### src/rtl/erase_seq_pkg.sv
package erase_seq_pkg;
  localparam int ADDR_W = 24;
  localparam logic [7:0] OP_STATUS     = 8'h05;
  localparam logic [7:0] OP_WEN        = 8'h06;
  localparam logic [7:0] OP_SECT_ERASE = 8'hD8;

  typedef enum logic [3:0] {
    ST_IDLE, ST_CHECK, ST_POLL, ST_POLL_W,
    ST_WEN, ST_WEN_W, ST_ERASE, ST_ERASE_W
  } seq_state_t;
endpackage

### src/rtl/erase_arg_check.sv
module erase_arg_check #(
  parameter int SECT_LOG2  = 16,
  parameter int SECT_COUNT = 16,
  parameter int ADDR_W     = 24,
  parameter int LEN_W      = 25
) (
  input  logic [ADDR_W-1:0] start,
  input  logic [LEN_W-1:0]  len,
  output logic              ok,
  output logic              zero
);
  localparam int SUM_W = LEN_W + 1;
  localparam logic [SUM_W-1:0] DEV_BYTES = SUM_W'(SECT_COUNT) << SECT_LOG2;

  logic [SUM_W-1:0] end_addr;
  logic             aligned;

  assign end_addr = SUM_W'(start) + SUM_W'(len);

  generate
    if (SECT_LOG2 > 0) begin : g_align
      assign aligned = (start[SECT_LOG2-1:0] == '0) && (len[SECT_LOG2-1:0] == '0);
    end else begin : g_noalign
      assign aligned = 1'b1;
    end
  endgenerate

  assign ok   = aligned && (end_addr <= DEV_BYTES);
  assign zero = (len == '0);
endmodule

### src/rtl/spi_frame_shifter.sv
module spi_frame_shifter #(
  parameter int DIV = 2
) (
  input  logic        clk,
  input  logic        rst,
  input  logic        start,
  input  logic [2:0]  nbytes,
  input  logic [31:0] tx,
  input  logic        miso,
  output logic        done,
  output logic [7:0]  rx,
  output logic        sclk,
  output logic        cs_n,
  output logic        mosi
);
  localparam int CW = (DIV > 1) ? $clog2(DIV) : 1;

  logic          active;
  logic [31:0]   sh;
  logic [5:0]    bits;
  logic [CW-1:0] cnt;

  always_ff @(posedge clk) begin
    if (rst) begin
      active <= 1'b0;
      cs_n   <= 1'b1;
      sclk   <= 1'b0;
      sh     <= '0;
      bits   <= '0;
      cnt    <= '0;
      rx     <= '0;
      done   <= 1'b0;
    end else begin
      done <= 1'b0;
      if (!active) begin
        if (start) begin
          active <= 1'b1;
          cs_n   <= 1'b0;
          sh     <= tx;
          bits   <= {nbytes, 3'b000};
          cnt    <= '0;
        end
      end else if (cnt == CW'(DIV - 1)) begin
        cnt <= '0;
        if (!sclk) begin
          sclk <= 1'b1;
          rx   <= {rx[6:0], miso};
        end else begin
          sclk <= 1'b0;
          sh   <= {sh[30:0], 1'b0};
          bits <= bits - 6'd1;
          if (bits == 6'd1) begin
            active <= 1'b0;
            cs_n   <= 1'b1;
            done   <= 1'b1;
          end
        end
      end else begin
        cnt <= cnt + CW'(1);
      end
    end
  end

  assign mosi = sh[31];


  sclk_idle_low_chk: assert property (@(posedge clk) disable iff (rst)
    cs_n |-> !sclk);


  mosi_hold_chk: assert property (@(posedge clk) disable iff (rst)
    (sclk && $past(sclk)) |-> $stable(mosi));
endmodule

### src/rtl/spi_erase_seq.sv
module spi_erase_seq import erase_seq_pkg::*; #(
  parameter int SECT_LOG2  = 16,
  parameter int SECT_COUNT = 16,
  parameter int POLL_LIMIT = 8,
  parameter int SCLK_DIV   = 2
) (
  input  logic              clk,
  input  logic              rst,
  input  logic              req_valid,
  input  logic [ADDR_W-1:0] req_start,
  input  logic [ADDR_W:0]   req_len,
  output logic              busy,
  output logic              done,
  output logic              err_inval,
  output logic              err_io,
  output logic              spi_sclk,
  output logic              spi_cs_n,
  output logic              spi_mosi,
  input  logic              spi_miso
);
  localparam int LEN_W = ADDR_W + 1;
  localparam int PW    = (POLL_LIMIT > 1) ? $clog2(POLL_LIMIT + 1) : 1;
  localparam logic [LEN_W-1:0] SECT_BYTES = LEN_W'(1) << SECT_LOG2;

  seq_state_t        state;
  logic [ADDR_W-1:0] cur_addr;
  logic [LEN_W-1:0]  remain;
  logic [PW-1:0]     poll_cnt;
  logic              f_start, f_done;
  logic [2:0]        f_nbytes;
  logic [31:0]       f_tx;
  logic [7:0]        f_rx;
  logic              arg_ok, arg_zero;
  logic              wen_ok;
  logic              traffic;

  erase_arg_check #(
    .SECT_LOG2(SECT_LOG2), .SECT_COUNT(SECT_COUNT),
    .ADDR_W(ADDR_W), .LEN_W(LEN_W)
  ) u_check (
    .start(cur_addr), .len(remain), .ok(arg_ok), .zero(arg_zero)
  );

  spi_frame_shifter #(.DIV(SCLK_DIV)) u_shift (
    .clk(clk), .rst(rst), .start(f_start), .nbytes(f_nbytes), .tx(f_tx),
    .miso(spi_miso), .done(f_done), .rx(f_rx),
    .sclk(spi_sclk), .cs_n(spi_cs_n), .mosi(spi_mosi)
  );

  always_ff @(posedge clk) begin
    if (rst) begin
      state     <= ST_IDLE;
      cur_addr  <= '0;
      remain    <= '0;
      poll_cnt  <= '0;
      f_start   <= 1'b0;
      f_nbytes  <= '0;
      f_tx      <= '0;
      busy      <= 1'b0;
      done      <= 1'b0;
      err_inval <= 1'b0;
      err_io    <= 1'b0;
      wen_ok    <= 1'b0;
    end else begin
      f_start   <= 1'b0;
      done      <= 1'b0;
      err_inval <= 1'b0;
      err_io    <= 1'b0;
      unique case (state)
        ST_IDLE: if (req_valid) begin
          cur_addr <= req_start;
          remain   <= req_len;
          busy     <= 1'b1;
          state    <= ST_CHECK;
        end
        ST_CHECK: begin
          if (!arg_ok) begin
            err_inval <= 1'b1;
            busy      <= 1'b0;
            state     <= ST_IDLE;
          end else if (arg_zero) begin
            done  <= 1'b1;
            busy  <= 1'b0;
            state <= ST_IDLE;
          end else begin
            poll_cnt <= '0;
            state    <= ST_POLL;
          end
        end
        ST_POLL: begin
          f_start  <= 1'b1;
          f_nbytes <= 3'd2;
          f_tx     <= {OP_STATUS, 24'h0};
          state    <= ST_POLL_W;
        end
        ST_POLL_W: if (f_done) begin
          if (!f_rx[0]) begin
            state <= ST_WEN;
          end else if (poll_cnt == PW'(POLL_LIMIT - 1)) begin
            err_io <= 1'b1;
            busy   <= 1'b0;
            state  <= ST_IDLE;
          end else begin
            poll_cnt <= poll_cnt + PW'(1);
            state    <= ST_POLL;
          end
        end
        ST_WEN: begin
          f_start  <= 1'b1;
          f_nbytes <= 3'd1;
          f_tx     <= {OP_WEN, 24'h0};
          state    <= ST_WEN_W;
        end
        ST_WEN_W: if (f_done) begin
          wen_ok <= 1'b1;
          state  <= ST_ERASE;
        end
        ST_ERASE: begin
          f_start  <= 1'b1;
          f_nbytes <= 3'd4;
          f_tx     <= {OP_SECT_ERASE, cur_addr};
          wen_ok   <= 1'b0;
          state    <= ST_ERASE_W;
        end
        ST_ERASE_W: if (f_done) begin
          cur_addr <= cur_addr + SECT_BYTES[ADDR_W-1:0];
          remain   <= remain - SECT_BYTES;
          if (remain == SECT_BYTES) begin
            done  <= 1'b1;
            busy  <= 1'b0;
            state <= ST_IDLE;
          end else begin
            poll_cnt <= '0;
            state    <= ST_POLL;
          end
        end
        default: state <= ST_IDLE;
      endcase
    end
  end

  always_ff @(posedge clk) begin
    if (rst)                            traffic <= 1'b0;
    else if (state == ST_IDLE && req_valid) traffic <= 1'b0;
    else if (!spi_cs_n)                 traffic <= 1'b1;
  end


  one_result_chk: assert property (@(posedge clk) disable iff (rst)
    $onehot0({done, err_inval, err_io}));


  inval_quiet_chk: assert property (@(posedge clk) disable iff (rst)
    err_inval |-> !traffic);


  zero_len_quiet_chk: assert property (@(posedge clk) disable iff (rst)
    (done && $past(state) == ST_CHECK) |-> !traffic);


  wen_before_erase_chk: assert property (@(posedge clk) disable iff (rst)
    (state == ST_ERASE) |-> wen_ok);


  poll_bound_chk: assert property (@(posedge clk) disable iff (rst)
    poll_cnt < PW'(POLL_LIMIT));
endmodule

### config.mk
export PLATFORM = sky130hd
export DESIGN_NAME = spi_erase_seq
export DESIGN_NICKNAME = d
export VERILOG_FILES = /design/src/rtl/erase_seq_pkg.sv /design/src/rtl/erase_arg_check.sv /design/src/rtl/spi_frame_shifter.sv /design/src/rtl/spi_erase_seq.sv
export SDC_FILE = /design/constraint.sdc
export NUM_CORES = 1
export LEC_CHECK = 0
export ABC_AREA = 1
export BUFFER_PORTS_ARGS = -buffer_cell sky130_fd_sc_hd__buf_2
export CORE_MARGIN = 2
export CORE_UTILIZATION = 35
export CTS_BUF_LIST = sky130_fd_sc_hd__clkbuf_8
export DETAILED_ROUTE_END_ITERATION = 6
export PLACE_DENSITY = 0.61
export SLEW_MARGIN = 10
export SYNTH_ARGS = -nofsm -noshare
export SYNTH_HDL_FRONTEND = slang
export SYNTH_HIERARCHICAL = 1
export SYNTH_SLANG_ARGS = --single-unit
### constraint.sdc
create_clock -name clk -period 7.1 [get_ports clk]
set_input_delay 0 -clock clk [delete_from_list [all_inputs] [get_ports clk]]
set_output_delay 0 -clock clk [all_outputs]
set_load 0.02 [all_outputs]
==> After elaboration in Yosys (flattened, before gate mapping) <==
Index checks and enable logic that the tools add are counted.
W data, S select, Z words.
{ "totals": {"reg_bits": 141, "inputBits": 53, "out_inout_bits": 7, "elab_cells": 146} }
{ "classes": {"addsub": 6, "magnitude_cmp": 1, "n_eq_ne": 25, "muxes": 65, "bitwise_logic": 7, "n_reduce_logical": 23} }
{ "ops": {"columns": ["op", "n"], "rows": [
  ["$mux W32", 4],
  ["$pmux W32 S3", 1],
  ["$mux W25", 2],
  ["$pmux W25 S2", 1],
  ["$mux W24", 2],
  ["$pmux W24 S2", 1],
  ["$mux W4", 11],
  ["$logic_not A16 Y1", 2],
  ["$pmux W4 S8", 1],
  ["$mux W1", 29],
  ["$add A24 B25 Y26", 1],
  ["$le A26 B21 Y1 const B", 1],
  ["$eq A25 B17 Y1 const B", 1],
  ["$logic_not A25 Y1", 1],
  ["$sub A25 B17 Y25 const B", 1],
  ["$add A24 B17 Y24 const B", 1],
  ["$mux W6", 4],
  ["$eq A4 B3 Y1 const B", 5],
  ["$ne A2 B2 Y1 const B", 9],
  ["$reduce_and A8 Y1", 2],
  ["$pmux W4 S3", 1],
  ["$ne A2 B1 Y1 const B", 5],
  ["$pmux W3 S3", 1],
  ["$reduce_and A3 Y1", 3],
  ["22 further kinds", 37]
]} }

==> Longest topological paths before layout <==
Gate-level depths: netlist (run 1).
{ "logic_depth": {"ltp_word": 5, "depth_mapped": 24, "ltp_nobuf": 24} }

==> Hierarchy <==
Netlist (run 1), hierarchy kept.
{ "modules_own_cells": {"columns": ["module", "instances", "cells_each", "area_each_um2", "seq_area_each_um2"], "rows": [
  ["spi_erase_seq", 1, 556, 4076.4, 1781.7],
  ["spi_frame_shifter", 1, 326, 2274.7, 1021.0],
  ["erase_arg_check", 1, 358, 1831.8, 0.0]
]} }

==> Worst setup path after synthesis (run 1) <==
OpenSTA, ideal clock, no wires.
{ "synth_path": {"path_type": "register to register", "from": "register cur_addr[0]", "to": "register poll_cnt[2]", "setup_ns": 0.132, "arrival_time_ns": 2.625, "required_ns": 6.968, "slack_ns": 4.342, "stages_incl_launch_ff": 20, "n_path_buf": 0, "synth_period_minus_slack_ns": 2.758, "path_cell_list": "dfxtp_1 > ha_1 > fa_1 > or2_2 > nor2_1 > nand3_1 > nor2_1 > nand3_1 > nor2_1 > nand2_1 > nor2_1 > nand3_1 > a21oi_2 > inv_1 > o21ai_0 > nand2_1 > nor2_2 > nand2_1 > nand2_1 > a21oi_1"} }
{ "synth_via": {"elab_chain_len": 5, "elab_cells_between_ends": 7, "cone_classes": "add/sub (1); order compare (1); eq/ne (1); reduce/logical (4)"} }
{ "synth_lines": {"columns": ["item", "line_no", "source"], "rows": [
  ["start, declared", "spi_erase_seq.sv:26", "logic [ADDR_W-1:0] cur_addr;"],
  ["start signal, assigned", "spi_erase_seq.sv:71", "cur_addr <= req_start;"],
  ["start signal, assigned", "spi_erase_seq.sv:126", "cur_addr <= cur_addr + SECT_BYTES[ADDR_W-1:0];"],
  ["$add A24 B25 Y26 or $logic_not A16 Y1 (tied branches)", "erase_arg_check.sv:18, erase_arg_check.sv:22", null],
  ["$le A26 B21 Y1 or $logic_and A1 B1 Y1 (tied branches)", "erase_arg_check.sv:28, erase_arg_check.sv:22", null],
  ["$logic_and A1 B1 Y1 *", "erase_arg_check.sv:28", "assign ok = aligned && (end_addr <= DEV_BYTES);"],
  ["net arg_ok", "spi_erase_seq.sv:33", "logic arg_ok, arg_zero;"],
  ["$ne A2 B2 Y1 (no source line) *", null, null],
  ["$reduce_and A8 Y1 (no source line) *", null, null],
  ["end signal, assigned", "spi_erase_seq.sv:104", "poll_cnt <= poll_cnt + PW'(1);"],
  ["end, declared", "spi_erase_seq.sv:28", "logic [PW-1:0] poll_cnt;"]
]} }
Mark *: on every way through the listed nets, which the timed path passes. The rest lies on a longest branch.
A chain may end at the register's enable or synchronous reset.

==> Worst setup path after layout (run 1) <==
{ "layout_path": {"from": "register remain[0]", "to": "register poll_cnt[3]"} }
{ "layout_via": {"elab_chain_len": 5, "elab_cells_between_ends": 11, "cone_classes": "add/sub (1); order compare (1); eq/ne (4); reduce/logical (5)"} }
{ "layout_lines": {"columns": ["item", "line_no", "source"], "rows": [
  ["start, declared", "spi_erase_seq.sv:27", "logic [LEN_W-1:0] remain;"],
  ["start signal, assigned", "spi_erase_seq.sv:72", "remain <= req_len;"],
  ["start signal, assigned", "spi_erase_seq.sv:127", "remain <= remain - SECT_BYTES;"],
  ["$add A24 B25 Y26 or $logic_not A16 Y1 (tied branches)", "erase_arg_check.sv:18, erase_arg_check.sv:22", null],
  ["$le A26 B21 Y1 or $logic_and A1 B1 Y1 (tied branches)", "erase_arg_check.sv:28, erase_arg_check.sv:22", null],
  ["$logic_and A1 B1 Y1 *", "erase_arg_check.sv:28", null],
  ["net arg_ok", "spi_erase_seq.sv:33", null],
  ["$ne A2 B2 Y1 (no source line) *", null, null],
  ["$reduce_and A8 Y1 (no source line) *", null, null]
]} }
Marks and branches as above.

==> results of run 1 <==
## state kept, by name, summed over array words and instances (netlist names), 2 cells and up
name          count
poll_cnt          4
f_tx             26
remain           25
cur_addr         24
state             3
f_nbytes          2
u_shift/bits      6
u_shift/sh       32
## cell type report
class,count,area (µm²),area share (%)
Tap cell,285,357,3.83
Inverter,142,536,5.76
Multi-Input combinational cell,884,4480,48.1
Sequential cell,133,2660,28.6
Timing Repair Buffer,112,821,8.82
Clock buffer,17,234,2.51
Clock inverter,15,219,2.35
## power groups by stage
stage,combinational (mW),sequential (mW),clock (mW)
after CTS,0.826,0.957,0.753
after global routing,0.941,0.973,0.789
after detailed placement,0.801,0.975,0
after global placement,0.797,0.973,0
final,0.829,0.957,0.737
after floorplan,0.649,0.934,0
## stage by stage
step,hold WS [ps],setup WS (ps),std cells,util (%)
after global routing,49.1,3520,1588,41.3
after floorplan,133,4340,1212,-
after CTS,25.6,3860,1588,41.3
final,32.8,3830,1588,41.3
after detailed placement,245,3910,1505,37.1
after global placement,241,3950,1505,37.1
## metal layers
layer,part of all wire (%),vias to the layer above,track usage (%)
met4,2.9,0,7.98
met3,3.4,39,2.89
met2,46,149,30.1
met5,0,-,0
met1,47,3572,24.3
li1,-,4148,-
## path summary, 6_finish.rpt
| kind | startpoint | end | slack, ps | cells past startpoint |
|---|---|---|---|---|
| worst max register to register | remain[0] | poll_cnt[3] | 3830 | 19 |
| worst min register to register | u_shift/sh[27] | u_shift/sh[27] | 450 | 2 |
| worst min-delay path | rst | f_tx[23] | 30 | 2 |
| worst max-delay path | remain[0] | poll_cnt[3] | 3830 | 19 |
## cell usage in the layout, fill, tap and decap left out, types with 3 or more instances in the layout
cell / n
nor2_2: 7
a21oi_2: 5
inv_6: 3
a21oi_1: 143
xor2_1: 4
o21ai_1: 21
ha_1: 30
nor3_2: 4
nor4_1: 12
nand2_2: 14
dfxtp_1: 133
nor3_1: 12
nand3_1: 68
inv_1: 124
nor2_4: 4
nand3_2: 4
or2_2: 10
nand2_1: 321
bufinv_16: 4
clkbuf_8: 17
clkinv_4: 4
nor2_1: 85
dlygate4sd3_1: 51
o21ai_0: 76
nand3b_1: 5
buf_2: 59
inv_2: 17
nand4_1: 30
a211oi_1: 13
## worst max-delay path, stage by stage (launching register included)
cell and delay, ps:
dfxtp_1 390, ha_1 240, fa_1 430, or2_2 300, nor2_1 110, nand3_1 80
nor2_1 100, nand3_1 100, nor2_1 100, nand2_1 60, nor2_1 100, nand3_1 110
a21oi_2 240, inv_1 80, o21ai_0 140, nand2_1 80, nor2_2 240, nand2_1 110
nand2_1 60, a21oi_1 50
==> metrics.txt, run 1 <==
row count=55; CP Capture Type=flop; Longest Clk Path Bufs=2; Fillers=2,332; post-CTS resize count=0; VDD IR-drop max=0.000128 V; final critical-path required period=3270 ps; switching power=0.989 mW; Syn-to-layout area delta=17.0%; grt total ovfl=0; initial antenna violation count=0; netlist area before placement=0.00796 mm²; Worst-Skew Late Latency=470 ps; status=finished, final reports clean; total number of vias=7,908; # Post-CTS Setup Buffers=0; Overall Global Routing Usage=18.5%; Yosys warning count=6; Req. time, crit path=7410 ps; # IOs=60; initial cell density of the core=35.4%; Tcrit/Tclk final=46.0%; post-layout instance area=0.00930 mm²; gp weighted congestion=0.893; final hold vios=0; crit path kind=reg2reg; unrepaired setup endpoints after global routing=no; Max-Cap Viols=0; largest net degree at the start of global routing=67; # port buffers=59; first-pass GRT wire length=35.9 mm; Mapped Cells=1,212; Die Area=0.0240 mm²; die height=155 µm; core area=0.0225 mm²; vias in the first global route=7,228; Die X=155 µm; CTS tree=done; average footprint of a synthesized cell=6.56 µm²; FMAX=0.306 GHz; Least-Margin Pin Slew=955 ps; Critical Path AT=3580 ps; root buf cell=clkbuf_8; Cell Area, Placed=0.00834 mm²; Max-slew headroom=36.2%; CTS Hold Bufs=51; CTS H-tree lvls=4; DRT iter0 DRCs=478; leakage=3.96 nW; WL final=21.7 mm; drt via density=4.98; final slew viol count=0; worst min-delay path class=in2reg; post-route ant nets=0; nets=1,374; PD cells=271 mW/mm²; total CTS buffers=17; Post-DP HPWL=15.3 mm; switching share of power=39.2%; share of cells above drive strength 1=12.8%; clock skew=18.0 ps; Setup TNS=0 ps; Residual DRC=0; Comb pwr share=32.9%; crit-path max FO=7; CP startpoint kind=flop; CTS Sinks=133; Total Power=2.52 mW; Setup-failing EPs final=0; Clock power frac=29.2%; Post-Syn Nets=1,296; DRT Pass-1 Iters=5; antenna cells=0; Worst-path clk slew=80 ps; Flop pwr share=37.9%; wire length per cell=13.7 µm; Cell Int Power=1.53 mW
Power figures use the tool's default switching activity.
==> inputs of run 2 (changes only) <==
--- a/config.mk
+++ b/config.mk
@@ -11,7 +11,7 @@
 export CORE_UTILIZATION = 35
 export CTS_BUF_LIST = sky130_fd_sc_hd__clkbuf_8
 export DETAILED_ROUTE_END_ITERATION = 6
-export PLACE_DENSITY = 0.61
+export PLACE_DENSITY = 0.63
 export SLEW_MARGIN = 10
 export SYNTH_ARGS = -nofsm -noshare
 export SYNTH_HDL_FRONTEND = slang
==> constraint.sdc (replaced) <==
create_clock -name clk -period 2.9 [get_ports clk]
set_input_delay 0 -clock clk [delete_from_list [all_inputs] [get_ports clk]]
set_output_delay 0 -clock clk [all_outputs]
set_load 0.02 [all_outputs]
==> run 2 against run 1 <==
Net effect:
- wire length down 0.15%
- sequential share of layout area down 1.3 points
- combinational power rose to 2.8 times the previous value
- critical path type unchanged
- critical endpoint unchanged
- largest cell class unchanged
==> metrics.txt, run 2 (synthesis gave the netlist of run 1 again) <==
Die X=155 µm (unchanged); core area=0.0225 mm² (unchanged); worst min-delay path class=in2reg; unrepaired setup endpoints after global routing=yes; antenna cells=0 (unchanged); CP Capture Type=flop; Clock power frac=28.0% (-1.2 points); Cell Area, Placed=0.00870 mm² (+4.3%); register area=0.00267 mm² (about the same); die height=155 µm (unchanged); # port buffers=59 (unchanged); Total Power=6.40 mW (+150%); Syn-to-layout area delta=22.7%; root buf cell=clkbuf_8; crit path kind=reg2reg; initial cell density of the core=35.4% (unchanged); Critical Path AT=3220 ps (-360 ps); Worst-path clk slew=80 ps (about the same); max reg flops=32 (unchanged); Post-DP HPWL=15.6 mm (+2.0%); status=finished, final reports clean; vias in the first global route=7,644 (+5.8%); Die Area=0.0240 mm² (unchanged); multi-input logic area=0.00455 mm² (+1.7%); Residual DRC=0 (unchanged); total number of vias=8,099 (+2.4%); Max-Cap Viols=0 (unchanged); Hold Path End=f_start; setup ws final=3.65 ps (-3830 ps); r2r endpoint=poll_cnt[3]; Flop pwr share=35.6% (-2.3 points); final hold vios=0 (unchanged); total CTS buffers=17 (unchanged); Least-Margin Pin Slew=963 ps (+7.78 ps); WL final=21.7 mm (-0.15%); leakage=4.22 nW (+6.7%); DRT Pass-1 Iters=7 (+2); FF-to-FF path depth=19 (unchanged); Max-slew headroom=35.8% (-0.44 points); post-layout util=43.4% (+2.0 points); WHS Path Cells=2 (unchanged); fin cells=1,638 (+3.1%); worst hold start=rst; RR Startpoint=cur_addr[0]; final slew viol count=0 (unchanged); initial antenna violation count=0 (unchanged); Worst-Skew Late Latency=470 ps (about the same); gp weighted congestion=0.884 (-0.95%); drt via density=4.94 (-0.71%); Tcrit/Tclk final=99.9% (+54 points); clock skew=13.7 ps (-4.28 ps); VDD IR-drop max=0.000297 V (+130%); CP startpoint kind=flop; CTS H-tree lvls=4 (unchanged); most frequent cells in the layout=nand2_1 (317), a21oi_1 (141), dfxtp_1 (131); post-route ant nets=0 (unchanged); wire length per cell=13.3 µm (-3.2%); PD cells=656 mW/mm² (+140%); R2R Setup Slk=4 ps (-3830 ps); DRT iter0 DRCs=465 (-2.7%); post-layout instance area=0.00976 mm² (+4.9%); largest net degree at the start of global routing=62 (-7.5%); Overall Global Routing Usage=18.5% (+0.048 points); Fillers=2,336 (+0.17%); switching power=2.42 mW (+140%); row count=55 (unchanged); Reg with most FFs=u_shift/sh; CTS Sinks=133 (unchanged); grt total ovfl=0 (unchanged); Setup TNS=0 ps (unchanged); nets=1,424 (+3.6%); # IOs=60 (unchanged); share of cells above drive strength 1=17.3% (+4.5 points); most common cell after layout, fill and taps aside=nand2_1; Req. time, crit path=3220 ps (-4190 ps); Largest regs=u_shift/sh x32, f_tx x26, remain x25; final critical-path required period=2900 ps (-371 ps); crit-path max FO=7 (unchanged); placed insts=1,553 (+3.2%); first-pass GRT wire length=35.9 mm (-0.13%); Longest Clk Path Bufs=2 (unchanged); FMAX=0.345 GHz (+13%); switching share of power=37.8% (-1.4 points); Setup-failing EPs final=0 (unchanged); Cell Int Power=3.98 mW (+160%); Comb pwr share=36.4% (+3.5 points); Worst Setup Slack post-DPL=-228 ps (-4140 ps); CTS tree=done; worst hold slack=54.5 ps (+21.7 ps)
-- run 2: cell count changes in the layout (fill, tap and decap cells not counted), moves of 3 or more --
| cell | before | now |
|---|---|---|
| nand2_1 | 321 | 317 |
| ha_1 | 30 | 26 |
| clkinv_4 | 4 | 1 |
| nand2_2 | 14 | 18 |
| buf_4 | 2 | 52 |
-- run 2: repair_timing --
| item | CTS | global route |
|---|---|---|
| setup buffers | 1 | 1 |
| hold buffers | 51 | 0 |
| pin swaps | 15 | 17 |
| setup endpoints to repair | 4 | 6 |
| gates resized for setup | 9 | 14 |
| endpoints found under the hold margin | 51 | 0 |
-- run 2: worst max path at each step --
stage / slack, ps / start / endpoint
2_1_floorplan: 140 / cur_addr[0] / poll_cnt[2]
3_3_place_gp: -150 / cur_addr[0] / poll_cnt[3]
3_5_place_dp: -230 / cur_addr[0] / poll_cnt[2]
4_1_cts: -80 / remain[0] / poll_cnt[2]
5_1_grt: -190 / cur_addr[2] / poll_cnt[3]
6_report: 4 / cur_addr[0] / poll_cnt[3]
-- run 2: power groups by stage --
stage,Sequential (mW),Clock [mW],Combinational [mW]
after floorplan,2.29,0,1.59
after global placement,2.31,0,2.20
after detailed placement,2.31,0,2.22
after CTS,2.27,1.83,2.30
after global routing,2.31,1.91,2.61
final,2.28,1.79,2.33
-- run 2: area by class of cell --
| class | count | share of cell area (%) |
|---|---|---|
| Clock buffer | 19 | 2.68 |
| Clock inverter | 13 | 1.97 |
| Inverter | 142 | 5.49 |
| Multi-Input combinational cell | 884 | 46.6 |
| Sequential cell | 133 | 27.3 |
| Tap cell | 285 | 3.65 |
| Timing Repair Buffer | 162 | 12.3 |
-- run 2: per-layer routing --
layer | global-route usage (%) | vias to the layer above | part of all wire [%]
met5 | 0 | - | 0
met4 | 9.13 | 0 | 3.7
met3 | 3.61 | 53 | 3.7
met2 | 30.7 | 154 | 46
met1 | 23.0 | 3658 | 47
li1 | - | 4234 | -
-- run 2: critical path, stage by stage, from the launching register on --
cell	delay, ps
dfxtp_2	350
ha_4	140
fa_2	430
or2_4	240
nor2_2	80
nand3_1	70
nor2_1	100
nand3_1	100
nor2_1	100
nand2_1	60
nor2_1	90
nand3_1	110
a21oi_2	200
inv_1	70
o21ai_1	120
nand2_1	100
nor2_4	180
nand2_2	90
nand2_1	80
a21oi_2	50
